File: src/rtl/spicsm_pkg.sv
package spicsm_pkg;
  localparam int DATA_W = 16;
  localparam int CFG_W  = 19;
  localparam int CNT_W  = 7;
  localparam int BITS_W = 5;

  typedef struct packed {
    logic [4:0] gap;
    logic [3:0] trail;
    logic [3:0] lead;
    logic [3:0] len;
    logic       clk_inv;
    logic       cs_low;
  } spi_cfg_t;

  typedef enum logic [2:0] {
    ST_IDLE, ST_LEAD, ST_XFER, ST_TRAIL, ST_GAP
  } seq_state_e;

  localparam spi_cfg_t CFG_RESET = '{gap: 5'd0, trail: 4'd0, lead: 4'd0,
                                     len: 4'd7, clk_inv: 1'b0, cs_low: 1'b1};

  // character length in bits, illegal short settings clamped to 4
  function automatic logic [BITS_W-1:0] char_bits(input logic [3:0] f);
    if (f < 4'd3) return BITS_W'(4);
    return BITS_W'(f) + BITS_W'(1);
  endfunction

  // half-bit ticks spanned by a field counted in whole bit times
  function automatic logic [CNT_W-1:0] bit_ticks(input logic [4:0] f);
    return {1'b0, f, 1'b0};
  endfunction

  // idle gap is field+1 bit times
  function automatic logic [CNT_W-1:0] gap_ticks(input logic [4:0] f);
    return (CNT_W'(f) + CNT_W'(1)) << 1;
  endfunction

  // place a right-justified character at the top of the shift word
  function automatic logic [DATA_W-1:0] align_msb(input logic [DATA_W-1:0] w,
                                                  input logic [BITS_W-1:0] n);
    return w << (BITS_W'(DATA_W) - n);
  endfunction
endpackage

File: src/rtl/spicsm_clkdiv.sv
module spicsm_clkdiv #(
  parameter int HALF_DIV = 2
) (
  input  logic clk_i,
  input  logic rst_ni,
  input  logic run_i,
  output logic tick_o
);
  localparam int DW = $clog2(HALF_DIV + 1);
  localparam logic [DW-1:0] TOP = DW'(HALF_DIV - 1);

  logic [DW-1:0] cnt_q;
  logic          at_top;

  assign at_top = (cnt_q == TOP);
  assign tick_o = run_i && at_top;

  always_ff @(posedge clk_i) begin
    if (!rst_ni)      cnt_q <= '0;
    else if (!run_i)  cnt_q <= '0;
    else if (at_top)  cnt_q <= '0;
    else              cnt_q <= cnt_q + DW'(1);
  end
endmodule

File: src/rtl/spicsm_shift.sv
module spicsm_shift
  import spicsm_pkg::*;
(
  input  logic              clk_i,
  input  logic              rst_ni,
  input  logic              load_i,
  input  logic [DATA_W-1:0] load_word_i,
  input  logic [BITS_W-1:0] load_bits_i,
  input  logic              lead_i,
  input  logic              trail_i,
  input  logic              miso_i,
  output logic              mosi_o,
  output logic [DATA_W-1:0] rx_word_o
);
  logic [DATA_W-1:0] tx_q, rx_q;

  assign mosi_o    = tx_q[DATA_W-1];
  assign rx_word_o = rx_q;

  always_ff @(posedge clk_i) begin
    if (!rst_ni) begin
      tx_q <= '0;
      rx_q <= '0;
    end else if (load_i) begin
      tx_q <= align_msb(load_word_i, load_bits_i);
      rx_q <= '0;
    end else begin
      if (trail_i) tx_q <= {tx_q[DATA_W-2:0], 1'b0};
      if (lead_i)  rx_q <= {rx_q[DATA_W-2:0], miso_i};
    end
  end
endmodule

File: src/rtl/spicsm_seq.sv
module spicsm_seq
  import spicsm_pkg::*;
(
  input  logic              clk_i,
  input  logic              rst_ni,
  input  logic              tick_i,
  input  logic              start_i,
  input  logic [CNT_W-1:0]  lead_ticks_i,
  input  logic [CNT_W-1:0]  trail_ticks_i,
  input  logic [CNT_W-1:0]  gap_ticks_i,
  input  logic [BITS_W-1:0] nbits_i,
  output seq_state_e        state_o,
  output logic              phase_o,
  output logic              launch_o,
  output logic              use_pend_o,
  output logic              hold_o,
  output logic              lead_edge_o,
  output logic              trail_edge_o,
  output logic              last_edge_o
);
  seq_state_e        state_q;
  logic [CNT_W-1:0]  cnt_q;
  logic [BITS_W-1:0] bit_q;
  logic              phase_q, pend_q, gap_end, cnt_last;

  assign cnt_last     = (cnt_q == CNT_W'(1));
  assign gap_end      = (state_q == ST_GAP) && tick_i && cnt_last;
  assign lead_edge_o  = (state_q == ST_XFER) && tick_i && !phase_q;
  assign trail_edge_o = (state_q == ST_XFER) && tick_i && phase_q;
  assign last_edge_o  = trail_edge_o && (bit_q == nbits_i - BITS_W'(1));
  assign hold_o       = start_i && (state_q != ST_IDLE) && !pend_q;
  assign launch_o     = ((state_q == ST_IDLE) && (start_i || pend_q)) ||
                        (gap_end && pend_q);
  assign use_pend_o   = pend_q;
  assign state_o      = state_q;
  assign phase_o      = phase_q;

  always_ff @(posedge clk_i) begin
    if (!rst_ni) begin
      state_q <= ST_IDLE;
      cnt_q   <= '0;
      bit_q   <= '0;
      phase_q <= 1'b0;
    end else if (launch_o) begin
      phase_q <= 1'b0;
      bit_q   <= '0;
      if (lead_ticks_i != '0) begin
        state_q <= ST_LEAD;
        cnt_q   <= lead_ticks_i;
      end else begin
        state_q <= ST_XFER;
      end
    end else if (tick_i) begin
      case (state_q)
        ST_LEAD: begin
          if (cnt_last) state_q <= ST_XFER;
          else          cnt_q   <= cnt_q - CNT_W'(1);
        end
        ST_XFER: begin
          if (!phase_q) begin
            phase_q <= 1'b1;
          end else begin
            phase_q <= 1'b0;
            if (last_edge_o) begin
              if (trail_ticks_i != '0) begin
                state_q <= ST_TRAIL;
                cnt_q   <= trail_ticks_i;
              end else begin
                state_q <= ST_GAP;
                cnt_q   <= gap_ticks_i;
              end
            end else begin
              bit_q <= bit_q + BITS_W'(1);
            end
          end
        end
        ST_TRAIL: begin
          if (cnt_last) begin
            state_q <= ST_GAP;
            cnt_q   <= gap_ticks_i;
          end else begin
            cnt_q <= cnt_q - CNT_W'(1);
          end
        end
        ST_GAP: begin
          if (cnt_last) state_q <= ST_IDLE;
          else          cnt_q   <= cnt_q - CNT_W'(1);
        end
        default: state_q <= ST_IDLE;
      endcase
    end
  end

  always_ff @(posedge clk_i) begin
    if (!rst_ni)       pend_q <= 1'b0;
    else if (launch_o) pend_q <= 1'b0;
    else if (hold_o)   pend_q <= 1'b1;
  end
endmodule

File: src/rtl/spicsm_master.sv
module spicsm_master
  import spicsm_pkg::*;
#(
  parameter int HALF_DIV = 2
) (
  input  logic              clk_i,
  input  logic              rst_ni,
  input  logic              cfg_we_i,
  input  logic [CFG_W-1:0]  cfg_wdata_i,
  input  logic [DATA_W-1:0] tx_data_i,
  input  logic              start_i,
  output logic              busy_o,
  output logic              done_o,
  output logic [DATA_W-1:0] rx_data_o,
  output logic              sclk_o,
  output logic              mosi_o,
  input  logic              miso_i,
  output logic              cs_o
);
  spi_cfg_t          cfg_q;
  seq_state_e        state;
  logic              tick, phase, launch, use_pend, hold;
  logic              lead_edge, trail_edge, last_edge;
  logic              busy, cs_on, clk_active;
  logic [DATA_W-1:0] pend_tx_q, load_word, rx_word, rx_q;
  logic              done_q;
  logic [BITS_W-1:0] nbits;

  assign nbits      = char_bits(cfg_q.len);
  assign busy       = (state != ST_IDLE);
  assign cs_on      = (state == ST_LEAD) || (state == ST_XFER) || (state == ST_TRAIL);
  assign clk_active = (state == ST_XFER) && phase;
  assign load_word  = use_pend ? pend_tx_q : tx_data_i;

  spicsm_clkdiv #(.HALF_DIV(HALF_DIV)) u_div (
    .clk_i (clk_i), .rst_ni (rst_ni), .run_i (busy), .tick_o (tick)
  );

  spicsm_seq u_seq (
    .clk_i         (clk_i),
    .rst_ni        (rst_ni),
    .tick_i        (tick),
    .start_i       (start_i),
    .lead_ticks_i  (bit_ticks({1'b0, cfg_q.lead})),
    .trail_ticks_i (bit_ticks({1'b0, cfg_q.trail})),
    .gap_ticks_i   (gap_ticks(cfg_q.gap)),
    .nbits_i       (nbits),
    .state_o       (state),
    .phase_o       (phase),
    .launch_o      (launch),
    .use_pend_o    (use_pend),
    .hold_o        (hold),
    .lead_edge_o   (lead_edge),
    .trail_edge_o  (trail_edge),
    .last_edge_o   (last_edge)
  );

  spicsm_shift u_shift (
    .clk_i       (clk_i),
    .rst_ni      (rst_ni),
    .load_i      (launch),
    .load_word_i (load_word),
    .load_bits_i (nbits),
    .lead_i      (lead_edge),
    .trail_i     (trail_edge),
    .miso_i      (miso_i),
    .mosi_o      (mosi_o),
    .rx_word_o   (rx_word)
  );

  always_ff @(posedge clk_i) begin
    if (!rst_ni)                cfg_q <= CFG_RESET;
    else if (cfg_we_i && !busy) cfg_q <= spi_cfg_t'(cfg_wdata_i);
  end

  always_ff @(posedge clk_i) begin
    if (!rst_ni)   pend_tx_q <= '0;
    else if (hold) pend_tx_q <= tx_data_i;
  end

  always_ff @(posedge clk_i) begin
    if (!rst_ni) begin
      done_q <= 1'b0;
      rx_q   <= '0;
    end else begin
      done_q <= last_edge;
      if (last_edge) rx_q <= rx_word;
    end
  end

  assign busy_o    = busy;
  assign done_o    = done_q;
  assign rx_data_o = rx_q;
  assign sclk_o    = cfg_q.clk_inv ^ clk_active;
  assign cs_o      = cfg_q.cs_low ^ cs_on;
endmodule

File: config.mk
export PLATFORM = sky130hd
export DESIGN_NAME = spicsm_master
export DESIGN_NICKNAME = d
export VERILOG_FILES = /design/src/rtl/spicsm_pkg.sv /design/src/rtl/spicsm_clkdiv.sv /design/src/rtl/spicsm_shift.sv /design/src/rtl/spicsm_seq.sv /design/src/rtl/spicsm_master.sv
export SDC_FILE = /design/constraint.sdc
export NUM_CORES = 1
export LEC_CHECK = 0
export CAP_MARGIN = 30
export CORE_ASPECT_RATIO = 1.25
export CORE_MARGIN = 2
export CORE_UTILIZATION = 32
export DETAILED_ROUTE_END_ITERATION = 12
export GPL_TIMING_DRIVEN = 1
export PLACE_DENSITY = 0.56
export SYNTH_ARGS = -nofsm -noshare
export SYNTH_HDL_FRONTEND = slang
export SYNTH_SLANG_ARGS = --single-unit
File: constraint.sdc
create_clock -name clk_i -period 3.6 [get_ports clk_i]
set_input_delay 1.08 -clock clk_i [delete_from_list [all_inputs] [get_ports clk_i]]
set_output_delay 1.08 -clock clk_i [all_outputs]
set_load 0.005 [all_outputs]
Word level (Yosys, flattened, before mapping) --
Cells that the tools add are included. W data, S select, Z words.
Storage, ports and cells: RAM bits 0, input bits 40, ROM bits 0, bits in registers 103, memories kept 0, bits in latches 0
Operators by class: reductions and logical operators 34, $lt $le $gt $ge 1, add/sub/neg operators 7, shifts and indexed selects 1, bitwise logic cells 5, $mul 0, div/mod/pow operators 0, eq/ne operators 14, mux-type cells 26
Operators with widths (number):
- $mux W7 | 8
- $mux W16 | 3
- $mux W3 | 8
- $pmux W7 S3 | 1
- $shl A16 B5 Y16 | 1
- $reduce_bool A7 Y1 | 2
- $logic_and A1 B1 Y1 | 13
- $ne A3 B2 Y1 const B | 4
- $pmux W3 S4 | 1
- $reduce_and A6 Y1 | 2
- $mux W5 | 2
- $eq A7 B1 Y1 const B | 1
- $sub A7 B1 Y7 const B | 1
- $add A5 B1 Y6 const B | 1
- $eq A3 B2 Y1 const B | 2
- $ne A3 B3 Y1 const B | 2
- $add A4 B1 Y5 const B | 1
- $add A5 B1 Y5 const B | 1
- $eq A5 B5 Y1 | 1
- $sub A5 B1 Y5 const B | 1
- $sub A5 B5 Y5 const A | 1
- $logic_or A1 B1 Y1 | 4
- $lt A4 B2 Y1 const B | 1
- $reduce_and A4 Y1 | 1
- 17 further kinds | 25

Logic depth before layout (Yosys ltp) --
Gate-level depths: netlist of run 1.
depth after elaboration 11, depth in mapped cells 15, gate-level depth less buffers 11

Hierarchy --
A second synthesis of run 1 with hierarchy kept.
Unflattened totals: cells, all modules 664, area, all modules 6089.6 sq um
By module, submodules not included:
- spicsm_master | seq. area each 1041.0 sq um, cells each 232, area an instance 2383.5 sq um, times used 1
- spicsm_shift | seq. area each 640.6 sq um, cells each 206, area an instance 1984.4 sq um, times used 1
- spicsm_seq | seq. area each 340.3 sq um, cells each 219, area an instance 1632.8 sq um, times used 1
- spicsm_clkdiv | seq. area each 40.0 sq um, cells each 7, area an instance 88.8 sq um, times used 1

Worst setup path before layout of run 1 --
OpenSTA, ideal clock, no wires.
path kind register -> register, start register cfg_q[3] (netlist bit), end register u_shift.tx_q[13], arrival 3.400 ns, buffers on the path 3, setup time 0.122 ns, required time 3.478 ns, stages on the path, launching flop included 13, slack 0.078 ns, cells stage by stage dfxtp_1 > ha_1 > buf_2 > nor3_1 > nor2_1 > clkinv_1 > ha_1 > clkbuf_1 > clkbuf_1 > mux4_2 > mux2_2 > a22oi_1 > a21oi_1
On the way: cells in the longest elaborated chain, start to end 6, elaborated cells on any way between the ends 7
RTL lines:
- start: declaration | line spicsm_master.sv:20 | spi_cfg_t cfg_q;
- start signal: assignment | line spicsm_master.sv:73 | else if (cfg_we_i && !busy) cfg_q <= spi_cfg_t'(cfg_wdata_i);
- $lt A4 B2 Y1 | line spicsm_pkg.sv:25 | if (f < 4'd3) return BITS_W'(4);
- $mux W1 | line spicsm_pkg.sv:25
- $mux W5 (*) | line spicsm_pkg.sv:26 | return BITS_W'(f) + BITS_W'(1);
- $sub A5 B5 Y5 (*) | line spicsm_pkg.sv:42 | return w << (BITS_W'(DATA_W) - n);
- $shl A16 B5 Y16 (*) | line spicsm_pkg.sv:42
- $mux W16 (*) | line spicsm_shift.sv:24 | end else if (load_i) begin
- end signal: assignment | line spicsm_shift.sv:25 | tx_q <= align_msb(load_word_i, load_bits_i);
- end signal: assignment | line spicsm_shift.sv:28 | if (trail_i) tx_q <= {tx_q[DATA_W-2:0], 1'b0};
- end: declaration | line spicsm_shift.sv:15 | logic [DATA_W-1:0] tx_q, rx_q;
Every way passes the cells marked *; elsewhere a longest branch is shown, timed or not. A chain may end at the register's enable or synchronous reset.

Worst setup path after layout of run 1 --
start register cfg_q[3] (netlist bit), end register u_seq.cnt_q[0]
On the way: cells in the longest elaborated chain, start to end 8, elaborated cells on any way between the ends 9
RTL lines:
- $lt A4 B2 Y1 | line spicsm_pkg.sv:25
- $mux W1 | line spicsm_pkg.sv:25
- $mux W5 (*) | line spicsm_pkg.sv:26
- $sub A5 B1 Y5 (*) | line spicsm_seq.sv:30 | assign last_edge_o = trail_edge_o && (bit_q == nbits_i - BITS_W'(1));
- $eq A5 B5 Y1 (*) | line spicsm_seq.sv:30
- $logic_and A1 B1 Y1 (*) | line spicsm_seq.sv:30
- $ne A3 B3 Y1 (no source line) (*)
- $reduce_and A6 Y1 (no source line) (*)
- end signal: assignment | line spicsm_seq.sv:49 | cnt_q <= lead_ticks_i;
- end signal: assignment | line spicsm_seq.sv:57 | else cnt_q <= cnt_q - CNT_W'(1);
- end signal: assignment | line spicsm_seq.sv:67 | cnt_q <= trail_ticks_i;
- end: declaration | line spicsm_seq.sv:22 | logic [CNT_W-1:0] cnt_q;
Marked as above.

==> results of run 1 <==
power groups by stage:
stage	clock, mW	sequential [mW]	combinational, mW
4_1_cts	0.972	1.53	2.69
2_1_floorplan	0	1.47	2.00
5_1_grt	1.01	1.57	2.96
6_report	0.934	1.54	2.70
3_5_place_dp	0	1.56	2.68
3_3_place_gp	0	1.55	2.64
cell usage after synthesis, types with 2 or more instances:
cell type / instances
nor2b_1: 3
a311oi_1: 3
and3_1: 9
o2111ai_1: 4
a2bb2oi_1: 2
nand2b_1: 5
nand2_1: 128
xnor2_1: 9
o22ai_1: 3
ha_1: 7
mux2i_1: 24
xor2_1: 7
a21oi_1: 66
mux4_2: 8
nor3_1: 8
nor2_1: 51
and2_1: 7
a211oi_1: 14
inv_1: 11
a31oi_1: 4
dfxtp_1: 103
o211ai_1: 4
o22a_1: 2
o21bai_1: 2
buf_2: 6
or3b_2: 2
or4_4: 2
o211a_1: 5
o21ai_0: 33
nand3_1: 13
nor4bb_1: 2
or3_1: 4
a22oi_1: 7
nand3b_1: 2
buf_1: 3
clkbuf_1: 35
mux2_2: 25
nor4_1: 17
or2_2: 3
registers in the layout, indices dropped and copies added (netlist names):
register	flops
done_o	1
u_seq.phase_o	1
u_div.cnt_q	2
rx_data_o	16
u_seq.cnt_q	7
u_seq.state_o	3
u_shift.rx_word_o	16
cfg_q	19
u_seq.use_pend_o	1
u_seq.bit_q	5
u_shift.tx_q	16
pend_tx_q	16
worst max-delay path, cell delays in order (launching register included):
cell      delay (ns)
dfxtp_1         0.37
ha_1            0.22
buf_4           0.17
or3_1           0.33
nand2_1         0.08
ha_1            0.21
nor4bb_1        0.49
a211oi_4        0.10
xor2_2          0.28
a31oi_1         0.27
or4_1           0.59
o22ai_2         0.12
layout make-up:
class	count	share of cell area
Multi-Input combinational cell	508	0.482
Timing Repair Buffer	82	0.115
Clock inverter	7	0.00849
Sequential cell	103	0.311
Tap cell	220	0.0415
Clock buffer	9	0.0340
Inverter	13	0.00736
cells by family (layout without fill, tap and decap cells):
family / count (synthesis) / in the layout / synth area share
AO/OA/AOI/OAI: 160 / 160 / 0.182
XOR/XNOR: 17 / 17 / 0.0285
adder cells (fa/ha/maj): 7 / 7 / 0.0159
buffers and inverters: 58 / 111 / 0.0424
flip-flops: 103 / 103 / 0.375
multiplexers: 57 / 57 / 0.128
AND/OR/NAND/NOR: 267 / 267 / 0.228
routing by layer:
metal | track usage | wire (µm)
met1 | 0.190 | 6130
met2 | 0.287 | 7410
met3 | 0.0273 | 559
met4 | 0.0626 | 304
met5 | 0 | 0
worst paths after layout:
path         slack (ns)            from        endpoint  cells past startpoint
max                0.30        cfg_q[3]  u_seq.cnt_q[0]                     11
min                0.44  u_div.cnt_q[0]  u_div.cnt_q[0]                      1
max reg2reg        0.30        cfg_q[3]  u_seq.cnt_q[0]                     11
min reg2reg        0.44  u_div.cnt_q[0]  u_div.cnt_q[0]                      1
metrics by stage:
step                hold WS (ns)  cell area (µm²)  instances
finish                     0.443             6630        942
global route               0.452             6630        942
CTS                        0.433             6630        942
detailed placement         0.423             6350        926
global placement           0.406             6350        926
floorplan                  0.397             5490        669
==> results.tsv, run 1 <==
stage	metric	value	unit
pwr	Sw Pwr	2.19	mW
global_route	Congestion Overflow GR	0	
synthesis	synthesized cell area	5490	µm²
sta	Hold Fails Final Rpt	0	
sta	Setup Viol. Count Final	0	
cts	clock buffer count from CTS	9	
global_route	pin count of the biggest net entering global routing	31	
global_route	first-pass GRT wire length	23600	µm
layout	Area Overhead vs Synth	20.7	%
worst_hold_path	Hold Crit Class	reg -> reg	
cts	clk sink count	103	
sta	fmax	0.303	GHz
cts	Clock Latency Late Sink	0.35	ns
sta	final worst setup slack	0.302	ns
synthesis	top-area cell type share of the netlist area	0.375	
sta	final slew viol count	0	
sta	worst slew pin tran	0.849	ns
cts	Gates resized, CTS repair	0	
synthesis	ys async rst share	0	
layout	post-layout util	0.394	
layout	fraction of layout cells with a size suffix above 1	0.122	
die	CORE AREA	16800	µm²
die	Die Span Y	150	µm
layout	most frequent cells in the layout	nand2_1, dfxtp_1, a21oi_1, clkdlybuf4s50_1, nor2_1	
cts	Root Buffer	clkbuf_16	
layout	fill count	1753	
placed_design	PortBufs	60	
placed_design	Final HPWL DP	10500	µm
critical_path	Crit path arrival time	3.58	ns
die	row count	53	
synthesis	Synth Instances	669	
critical_path	startpoint types	flip-flop	
cts	clock slew at reported path FFs	0.07	ns
layout	footprint of the multi-input gates	3200	µm²
detailed_routing	antenna-violating nets left	0	
detailed_routing	routed wire length	14400	µm
detailed_routing	# DRC	0	
die	I/O pin cnt	61	
critical_path	critical path type	reg -> reg	
synthesis	top_reg_cell synth	dfxtp_1	
sta	Rel. slew slack	0.429	
synthesis	post-synth top area cell	dfxtp_1	
die	DIE AREA	18200	µm²
detailed_routing	DRT iter0 DRCs	224	
layout	fin nets	764	
pwr	Pint	2.99	mW
sta	Setup Skew	0.00691	ns
sta	period utilisation layout	0.916	
cts	H-Tree Depth	3	
synthesis	YS warnings	0	
synthesis	synth top area cells	dfxtp_1, nand2_1, a21oi_1, mux2_2, mux2i_1	
layout	ANT cells	0	
synthesis	Post-Syn Nets	716	
pwr	sequential share of power	0.297	
pwr	Power Total	5.17	mW
critical_path	Worst Path Max Fanout	10	
cts	deepest clock path buffer count	2	
synthesis	Synth Register Bits	103	
pwr	P_leak	2.50	nW
sta	RSZ-0062 raised after global routing	false	
placed_design	pre-CTS WS	0.344	ns
synthesis	register area share after synthesis	0.375	
pwr	Power Dens Cells	780	nW/µm²
synthesis	EDFF count, synth	0	
detailed_routing	routed via count	4954	
pwr	switch share	0.423	
detailed_routing	Avg WL per Cell	15.3	µm
detailed_routing	DRT Pass-1 Iters	5	
layout	register area	2060	µm²
critical_path	critical path endpoint category	flip-flop	
pwr	Comb pwr share	0.522	
synthesis	Unique masters post-synth	65	
sta	Post-Route Setup TNS	0	ns
cts	CTS tree	done	
layout	most common cell after layout, fill and taps aside	nand2_1	
cts	Hold Buf Count CTS	0	
synthesis	average cell area after synthesis	8.21	µm²
pwr	Clock power frac	0.181	
detailed_routing	via density per instance	5.26	
placed_design	routability cong.	0.849	
pwr	worst vdd ir	304	µV
sta	Final min period	3.30	ns
status	run status	finished, final reports clean	
die	Die Width	121	µm
global_route	initial antenna violation count	0	
die	initial core utilization	0.326	
cts	Setup Fix Bufs, Post-CTS	0	
critical_path	Crit path required time	3.88	ns
flow_run	maxcap violations	0	
global_route	vias in the first global route	4824	
global_route	GRT Util Overall	0.161	
Note: power is estimated with default switching activity, not from simulation.
==> run 2, diff against run 1 <==
- ABC_AREA: default -> 1
- CORE_UTILIZATION: 32 -> 51
- GPL_TIMING_DRIVEN: 1 -> 0
- PLACE_DENSITY: 0.56 -> 0.8
==> results.tsv, run 2 <==
stage	metric	value	unit	change
placed_design	dpl cell area	6180	µm²	-2.6%
global_route	vias in the first global route	4896		+1.5%
critical_path	Worst setup endpoint	sclk_o		
detailed_routing	routed via count	5231		+5.6%
die	Die Span Y	119	µm	-21%
layout	most frequent cells in the layout	nand2_1, dfxtp_1, o21ai_0, inv_1, nor2_1		
placed_design	PortBufs	59		-1.7%
pwr	switch share	0.472		+0.0493
synthesis	register area share after synthesis	0.380		+0.00459
layout	Area Overhead vs Synth	19.8	%	
synthesis	average cell area after synthesis	6.96	µm²	-15%
die	DIE AREA	11500	µm²	-37%
detailed_routing	# DRC	0		unchanged
pwr	Sw Pwr	2.56	mW	+17%
flow_run	maxcap violations	0		unchanged
layout	footprint of the multi-input gates	2920	µm²	-8.9%
critical_path	Worst Setup SP	u_seq.state_o[1]		
cts	Setup Fix Bufs, Post-CTS	0		unchanged
global_route	Congestion Overflow GR	0		unchanged
critical_path	cells along the critical path	inv_1 -> nor2_1 -> inv_2 -> nor2_4 -> nand2_1 -> xor2_1 -> clkdlybuf4s50_1		
sta	Setup Skew	0.00574	ns	-0.00117 ns
worst_hold_path	Hold Crit Class	reg -> reg		
cts	Gates resized, CTS repair	0		unchanged
synthesis	YS warnings	0		unchanged
cts	Root Buffer	clkbuf_16		
pwr	Comb pwr share	0.532		+0.010
cts	Clock Latency Late Sink	0.36	ns	about the same
synthesis	top-area cell type share of the netlist area	0.380		+0.00459
synthesis	Synth Register Bits	103		unchanged
critical_path	startpoint types	flip-flop		
layout	register area	2060	µm²	unchanged
sta	period utilisation layout	0.858		-0.0579
detailed_routing	DRT iter0 DRCs	275		+23%
detailed_routing	DRT Pass-1 Iters	5		unchanged
cts	clock slew at reported path FFs	0.08	ns	about the same
cts	Hold Buf Count CTS	0		unchanged
status	run status	finished, final reports clean		
synthesis	count leader, synth	nand2_1		
synthesis	synth top area cells	dfxtp_1, nand2_1, o21ai_0, a21oi_1, inv_1		
critical_path	Crit path arrival time	2.01	ns	-1.57 ns
critical_path	critical path endpoint category	output pin		
layout	fin nets	897		+17%
sta	RSZ-0062 raised after global routing	false		
critical_path	CP max-delay cell	clkdlybuf4s50_1		
synthesis	post-synth top area cell	dfxtp_1		
placed_design	dpl cells	971		+4.9%
synthesis	Synth top cells by count	nand2_1, dfxtp_1, o21ai_0, inv_1, nor2_1		
layout	fraction of layout cells with a size suffix above 1	0.0772		-0.0447
synthesis	EDFF count, synth	0		unchanged
placed_design	routability cong.	0.941		+11%
synthesis	Unique masters post-synth	41		-37%
cts	clk sink count	103		unchanged
sta	fmax	0.324	GHz	+6.7%
layout	Biggest register	cfg_q		
layout	most common cell after layout, fill and taps aside	nand2_1		
pwr	sequential share of power	0.281		-0.016
cts	H-Tree Depth	3		unchanged
critical_path	Reg2Reg Setup Slack	0.55	ns	+0.25 ns
layout	Final Cell Area	6500	µm²	-2.0%
global_route	GRT Util Overall	0.243		+0.0821
global_route	initial antenna violation count	0		unchanged
die	Die Width	96.3	µm	-21%
critical_path	worst flop-to-flop path startpoint	cfg_q[2]		
critical_path	Crit path required time	2.52	ns	-1.36 ns
critical_path	R2R cell count	14		+3
placed_design	Final HPWL DP	9930	µm	-5.6%
layout	fill count	973		-44%
critical_path	critical path type	reg -> out		
cts	deepest clock path buffer count	2		unchanged
cts	clock buffer count from CTS	9		unchanged
cts	CTS tree	done		
die	row count	42		-21%
synthesis	top_reg_cell synth	dfxtp_1		
pwr	Clock power frac	0.186		+0.005
sta	final slew viol count	0		unchanged
die	CORE AREA	10500	µm²	-38%
synthesis	Synth Instances	780		+17%
die	I/O pin cnt	61		unchanged
sta	worst slew pin tran	0.568	ns	-0.281 ns
pwr	Power Dens Cells	833	nW/µm²	+6.9%
layout	Largest register FFs	19		unchanged
global_route	pin count of the biggest net entering global routing	23		-26%
critical_path	largest stage delay on the critical path	0.51	ns	-0.08 ns
die	initial core utilization	0.519		+0.193
synthesis	Post-Syn Nets	827		+16%
detailed_routing	routed wire length	13200	µm	-8.2%
detailed_routing	antenna-violating nets left	0		unchanged
global_route	first-pass GRT wire length	22000	µm	-6.8%
critical_path	R2R Path End	u_shift.tx_q[13]		
detailed_routing	Avg WL per Cell	13.4	µm	-12%
sta	Hold Fails Final Rpt	0		unchanged
sta	Post-Route Setup TNS	0	ns	unchanged
pwr	worst vdd ir	383	µV	+26%
pwr	Pint	2.86	mW	-4.2%
sta	Setup Viol. Count Final	0		unchanged
pwr	P_leak	2.74	nW	+9.6%
critical_path	Worst Path Max Fanout	5		-5
synthesis	ys async rst share	0		unchanged
layout	ANT cells	0		unchanged
pwr	Power Total	5.42	mW	+4.7%
sta	Rel. slew slack	0.619		+0.190
sta	Final min period	3.09	ns	-0.208 ns
layout	Post-Layout Cell Count	987		+4.8%
synthesis	synthesized cell area	5430	µm²	-1.2%
detailed_routing	via density per instance	5.30		+0.78%
sta	Hold WS	0.422	ns	-0.0208 ns
-- run 2: cell count changes in the layout (fill, tap and decap cells not counted), moves of 9 or more --
| cell | previous run | this run |
|---|---|---|
| buf_2 | 0 | 9 |
| clkbuf_1 | 0 | 22 |
| nor2_1 | 51 | 70 |
| nand4_1 | 1 | 10 |
| o21ai_0 | 33 | 86 |
| and3_1 | 9 | 0 |
| nand2_2 | 0 | 9 |
| nand2_1 | 128 | 190 |
| nor4_1 | 17 | 1 |
| mux2_2 | 25 | 0 |
| buf_4 | 22 | 1 |
| inv_1 | 11 | 71 |
| nand3_1 | 13 | 44 |
-- run 2: through the flow --
stage	setup WS, ns	utilization
CTS	0.508	0.622
finish	0.510	0.622
detailed placement	0.380	0.591
global route	0.248	0.622
global placement	0.412	0.591
floorplan	1.07	-
-- run 2: how the worst min path moves through the flow --
stage	to	cells after the start	startpoint
CTS	u_div.cnt_q[0]	1	u_div.cnt_q[0]
finish	u_div.cnt_q[0]	1	u_div.cnt_q[0]
detailed placement	u_div.cnt_q[0]	1	u_div.cnt_q[0]
floorplan	u_div.cnt_q[0]	1	u_div.cnt_q[0]
global route	u_div.cnt_q[0]	1	u_div.cnt_q[0]
global placement	u_div.cnt_q[0]	1	u_div.cnt_q[0]
-- run 2: worst max-delay path: cells and delay by family, from the launching register on --
family	cells	cell delay, ns
buffers and inverters	3	0.65
flip-flops	1	0.40
AND/OR/NAND/NOR	3	0.44
XOR/XNOR	1	0.14
-- run 2: kinds of logic (layout without fill, tap and decap cells) --
kind of cell,count (synthesis),after routing,synth area share
AOI/OAI and AO/OA,181,181,0.186
DFF,103,103,0.380
and+or+nand+nor,346,346,0.284
adders and majority gates,7,7,0.0161
muxes,16,16,0.0295
xor gates and xnor gates,12,12,0.0207
buffers and inverters,115,190,0.0830
-- run 2: layout make-up --
cell class              instances  area share
inverters                      81      0.0474
clock inverters                 7      0.0141
flip-flops and latches        103       0.317
clock buffers                   9      0.0346
multi-input cells             562       0.449
plain buffers                  34      0.0219
well taps                     132      0.0254
repair buffers                 59      0.0909
-- run 2: metal layers --
metal / vias up / part of all wire / GRT usage
li1: 2707 / - / -
met1: 2357 / 0.43 / 0.306
met2: 139 / 0.49 / 0.402
met3: 28 / 0.051 / 0.0455
met4: 0 / 0.024 / 0.0955
met5: - / 0 / 0
-- run 2: power groups by stage --
| stage | Clock (mW) | Combinational [mW] | Sequential [mW] |
|---|---|---|---|
| 2_1_floorplan | 0 | 2.19 | 1.51 |
| 3_3_place_gp | 0 | 2.81 | 1.54 |
| 5_1_grt | 1.08 | 3.27 | 1.55 |
| 6_report | 1.01 | 2.88 | 1.52 |
| 3_5_place_dp | 0 | 2.85 | 1.54 |
| 4_1_cts | 1.03 | 2.87 | 1.52 |
